`config.mk`:
```
export PLATFORM = sky130hd
export DESIGN_NAME = host_lane_steer
export DESIGN_NICKNAME = d
export VERILOG_FILES = /design/src/rtl/host_lane_steer.sv
export SDC_FILE = /design/constraint.sdc
export NUM_CORES = 1
export LEC_CHECK = 0
export ABC_CLOCK_PERIOD_IN_PS = 3860
export BUFFER_PORTS_ARGS = -buffer_cell sky130_fd_sc_hd__buf_2
export CAP_MARGIN = 20
export CELL_PAD_IN_SITES_DETAIL_PLACEMENT = 1
export CELL_PAD_IN_SITES_GLOBAL_PLACEMENT = 1
export CORE_ASPECT_RATIO = 1.75
export CORE_MARGIN = 2
export CORE_UTILIZATION = 32
export CTS_CLUSTER_DIAMETER = 50
export DETAILED_ROUTE_END_ITERATION = 16
export GPL_ROUTABILITY_DRIVEN = 0
export MAX_ROUTING_LAYER = met4
export PLACE_DENSITY_LB_ADDON = 0.3
export SLEW_MARGIN = 15
export SYNTH_ARGS = -nofsm -noshare
export SYNTH_HDL_FRONTEND = slang
export SYNTH_SLANG_ARGS = --single-unit
```
`constraint.sdc`:
```
create_clock -name clk -period 3.86 [get_ports clk]
set_input_delay 0.965 -clock clk [delete_from_list [all_inputs] [get_ports clk]]
set_output_delay 0.965 -clock clk [all_outputs]
set_load 0.02 [all_outputs]
```
`src/rtl/host_lane_steer.sv`:
```
module host_lane_steer #(
  parameter int ADDR_W    = 23,
  parameter int DATA_W    = 32,
  parameter bit ALIGN_LOW = 1'b1
) (
  input  logic                                  clk,
  input  logic                                  rst_n,
  input  logic [ADDR_W-1:0]                     host_addr,
  input  logic [1:0]                            host_size,
  input  logic [DATA_W-1:0]                     host_wdata,
  output logic [DATA_W-1:0]                     host_rdata,
  output logic [ADDR_W-$clog2(DATA_W/8)-1:0]    sd_addr,
  output logic [DATA_W-1:0]                     sd_wdata,
  output logic [DATA_W/8-1:0]                   sd_dqm_n,
  input  logic [DATA_W-1:0]                     sd_rdata
);
  localparam int LANES = DATA_W / 8;
  localparam int SEL_W = $clog2(LANES);
  localparam int WORD_W = ADDR_W - SEL_W;
  localparam logic [1:0] SZ_BYTE = 2'd1;
  localparam logic [1:0] SZ_HALF = 2'd2;

  logic             is_byte, is_half;
  logic [SEL_W-1:0] byte_idx;
  logic [SEL_W-2:0] half_idx;
  logic [LANES-1:0] lane_en;
  logic [DATA_W-1:0] wdata_steer;

  assign is_byte  = (host_size == SZ_BYTE);
  assign is_half  = (host_size == SZ_HALF);
  assign byte_idx = host_addr[SEL_W-1:0];
  assign half_idx = host_addr[SEL_W-1:1];

  always_comb begin
    for (int i = 0; i < LANES; i++) begin
      if (is_byte)      lane_en[i] = (i == int'(byte_idx));
      else if (is_half) lane_en[i] = ((i / 2) == int'(half_idx));
      else              lane_en[i] = 1'b1;
    end
  end

  always_comb begin
    for (int i = 0; i < LANES; i++) begin
      if (ALIGN_LOW && is_byte)      wdata_steer[8*i +: 8] = host_wdata[7:0];
      else if (ALIGN_LOW && is_half) wdata_steer[8*i +: 8] = host_wdata[8*(i%2) +: 8];
      else                           wdata_steer[8*i +: 8] = host_wdata[8*i +: 8];
    end
  end

  always_comb begin
    host_rdata = '0;
    if (ALIGN_LOW) begin
      if (is_byte) begin
        host_rdata[7:0] = sd_rdata[8*byte_idx +: 8];
      end else if (is_half) begin
        host_rdata[15:0] = sd_rdata[16*half_idx +: 16];
      end else begin
        host_rdata = sd_rdata;
      end
    end else begin
      for (int i = 0; i < LANES; i++)
        host_rdata[8*i +: 8] = sd_rdata[8*i +: 8] & {8{lane_en[i]}};
    end
  end

  always_ff @(posedge clk or negedge rst_n) begin
    if (!rst_n) begin
      sd_addr  <= '0;
      sd_wdata <= '0;
      sd_dqm_n <= '1;
    end else begin
      sd_addr  <= host_addr[ADDR_W-1:SEL_W];
      sd_wdata <= wdata_steer;
      sd_dqm_n <= ~lane_en;
    end
  end

  AST_WORD_ALL_LANES: assert property (@(posedge clk) disable iff (!rst_n)
    (host_size == 2'd0 || host_size == 2'd3) |=> (sd_dqm_n == '0));
  AST_BYTE_ONE_LANE: assert property (@(posedge clk) disable iff (!rst_n)
    (host_size == SZ_BYTE) |=> ($countones(~sd_dqm_n) == 1));
  AST_HALF_TWO_LANES: assert property (@(posedge clk) disable iff (!rst_n)
    (host_size == SZ_HALF) |=> ($countones(~sd_dqm_n) == 2));
  AST_WORD_ADDR: assert property (@(posedge clk) disable iff (!rst_n)
    1'b1 |=> (sd_addr == $past(host_addr[ADDR_W-1:SEL_W])));

  generate
    if (ALIGN_LOW) begin : g_align_chk
      AST_BYTE_READ_UPPER_ZERO: assert property (@(posedge clk) disable iff (!rst_n)
        (host_size == SZ_BYTE) |-> (host_rdata[DATA_W-1:8] == '0));
      AST_HALF_READ_UPPER_ZERO: assert property (@(posedge clk) disable iff (!rst_n)
        (host_size == SZ_HALF) |-> (host_rdata[DATA_W-1:16] == '0));
    end else begin : g_natural_chk
      AST_BYTE_LANE_BY_ADDR: assert property (@(posedge clk) disable iff (!rst_n)
        (host_size == SZ_BYTE) |=> (~sd_dqm_n == (LANES'(1) << $past(host_addr[SEL_W-1:0]))));
    end
  endgenerate
endmodule

```
==> impl_metrics.tcl <==
set metrics [dict create \
    status "finished clean" \
    drv_cap 0 \
    grt_pass1_vias 2579 \
    hold_path_class "input port to asynchronous set/reset pin" \
    ys_seq_area_share_pct 56.63 \
    slowest_stage "nor2b_1" \
    worstSetupEndpointType "output port" \
    syn_nets 303 \
    ys_seq_elements 57 \
    synth_area_leaders "dfrtp_1 52%, nand2_1 6.4%, a22o_1 5.5%, dfstp_2 4.2%, and2_1 4.0%" \
    fin_crit_sh_pct 87.20 \
    finalSetupViolations 0 \
    path_clk_slew_ns 0.05 \
    path_class "input port to output port" \
    cts_root_buf "clkbuf_16" \
    timing_hold_violations_final 0 \
    crit_arrival_ns 2.40 \
    tns_ns 0 \
    critical_path_buf_inv_count 2 \
    critPathMaxStageDelay_ns 0.64 \
    clockBufferDepth 2 \
    die_width_um 71.18 \
    numPortBuffers 179 \
    top_level_ports 180 \
    stdcell_count 488 \
    grt_pass1_wl_um 13090 \
    layout_common_cells "179 x buf_2, 53 x dfrtp_1, 43 x nand2_1" \
    htreeDepth 3 \
    antenna_cells 0 \
    cp.required_ns 2.89 \
    tritoncts "yes" \
    tightest_slew_ns 0.8348 \
    track_usage_pct 20.23 \
    die_area_mm2 0.008653 \
    drt_pass1_iterations 4 \
    die_y_um 121.6 \
    vias 2442 \
    antenna_found_initial 0 \
    num_rows 42 \
    drc 0 \
    detail_route.vias_per_cell 5.004 \
    cts.repair.resized 0 \
    slew_violations 0 \
    grt-ovfl-total 0 \
    place_inst 471 \
    drtIter0Drc 80 \
    ir_drop_mv 0.2070 \
    coreArea_mm2 0.007620 \
    hpwlAfterDp_um 6523 \
    wl_per_cell_um 17.20 \
    syn_area_mm2 0.002527 \
    synth.avg_cell_area_um2 11.92 \
    p_per_area_mw_per_mm2 468.3 \
    yosysUniqueCellTypes 31 \
    fin_crit_ns 3.366 \
    routed_wl_um 8395 \
    grt_max_degree 48 \
    syn_to_final_growth_pct 50.40 \
    cts_num_sinks 57 \
    path_cells "buf_2 -> nor2b_1 -> a22o_1 -> a22o_1 -> buf_2" \
    ys_warn_count 0 \
    cts.repair_timing.setup_buffer_count 0 \
    cpLargestDelayFamily "simple AND/OR/NAND/NOR gates" \
    total_leakage_power_nw 2.040 \
    yosysTopAreaCell "dfrtp_1" \
    crit_path_start_kind "input port" \
    final_layout_size_suffix_gt1_share_pct 55.00 \
    rsz0062_at_grt "false" \
    numCtsBuffers 9 \
    final_common_cell "buf_2" \
    synthCells 212 \
    worst-path-max-fanout 17 \
    drtAntennaViolNets 0 \
    finalNetCount 486 \
    start_util_pct 33.17 \
    slew_headroom_pct 44.35 \
    hold_buffers 0 \
    fmax_ghz 0.2971 \
    synth_top_area_share_pct 52.48 \
]
-- per-layer routing --
layer | wire length, um | global-route usage, % | vias up | part of all wire (%)
met2 | 4810 | 37.09 | 123 | 57
met3 | 545 | 3.557 | 12 | 6.5
met5 | 0 | - | - | 0
li1 | - | - | 1116 | -
met4 | 174 | 9.316 | 0 | 2.1
met1 | 2865 | 20.38 | 1191 | 34
-- power breakdown --
part	internal (mW)	switching [mW]
Sequential	0.645	0.0110
Clock	0.500	0.244
Combinational	0.150	0.231
Total	1.29	0.486
-- through the flow --
step | utilization (%) | setup slack (ns) | instance area [um^2] | power (mW) | hold slack (ns)
after global placement | 45.76 | 0.5265 | 3487 | 1.037 | 1.073
after global routing | 49.89 | 0.3769 | 3801 | 1.856 | 0.5212
after CTS | 49.62 | 0.4986 | 3781 | 1.801 | 0.7388
after detailed placement | 45.76 | 0.5114 | 3487 | 1.048 | 1.075
final | 49.89 | 0.4940 | 3801 | 1.780 | 0.5112
after floorplan | - | 0.9622 | 2527 | 0.8806 | 0.6694
-- area by class of cell --
cell class	count	area [um^2]
Clock buffer	14	284.0
Clock inverter	2	10.01
Fill cell	902	3819
Inverter	1	3.754
Multi-Input combinational cell	139	993.5
Sequential cell	57	1431
Tap cell	88	110.1
Timing Repair Buffer	187	968.4
-- worst max path at each step --
stage / start / to / cells after the start
global placement: host_addr[1] / host_rdata[8] / 5
detailed placement: host_addr[1] / host_rdata[8] / 5
global route: host_addr[1] / host_rdata[8] / 5
finish: host_addr[1] / host_rdata[8] / 5
CTS: host_addr[1] / host_rdata[8] / 5
floorplan: host_size[1] / host_rdata[2] / 5
-- registers in the layout (all words and copies together), names as in the netlist --
| signal | cells |
|---|---|
| sd_dqm_n | 4 |
| sd_addr | 21 |
| sd_wdata | 32 |
-- cells by family after synthesis --
logic type | count (synthesis) | share of synthesized area [%]
buffers and inverters | 16 | 4.059
AOI/OAI and AO/OA | 45 | 14.55
muxes | 19 | 9.653
and+or+nand+nor | 74 | 14.01
DFF | 57 | 56.63
xor gates and xnor gates | 1 | 1.089
-- Yosys cell counts, drive strengths merged --
master / count
nand3: 9
buf: 10
mux2i: 9
a21boi: 6
nand2: 43
mux2: 8
o21ai: 3
nand2b: 1
dfrtp: 53
xnor2: 1
clkbuf: 5
inv: 1
and2b: 1
o211ai: 2
a221o: 6
a21oi: 3
nor3b: 1
o21a: 1
and2: 16
nor2b: 3
mux4: 2
a211oi: 7
o22ai: 1
a22o: 16
dfstp: 4
No activity file was read; power rests on OpenSTA's default activity.
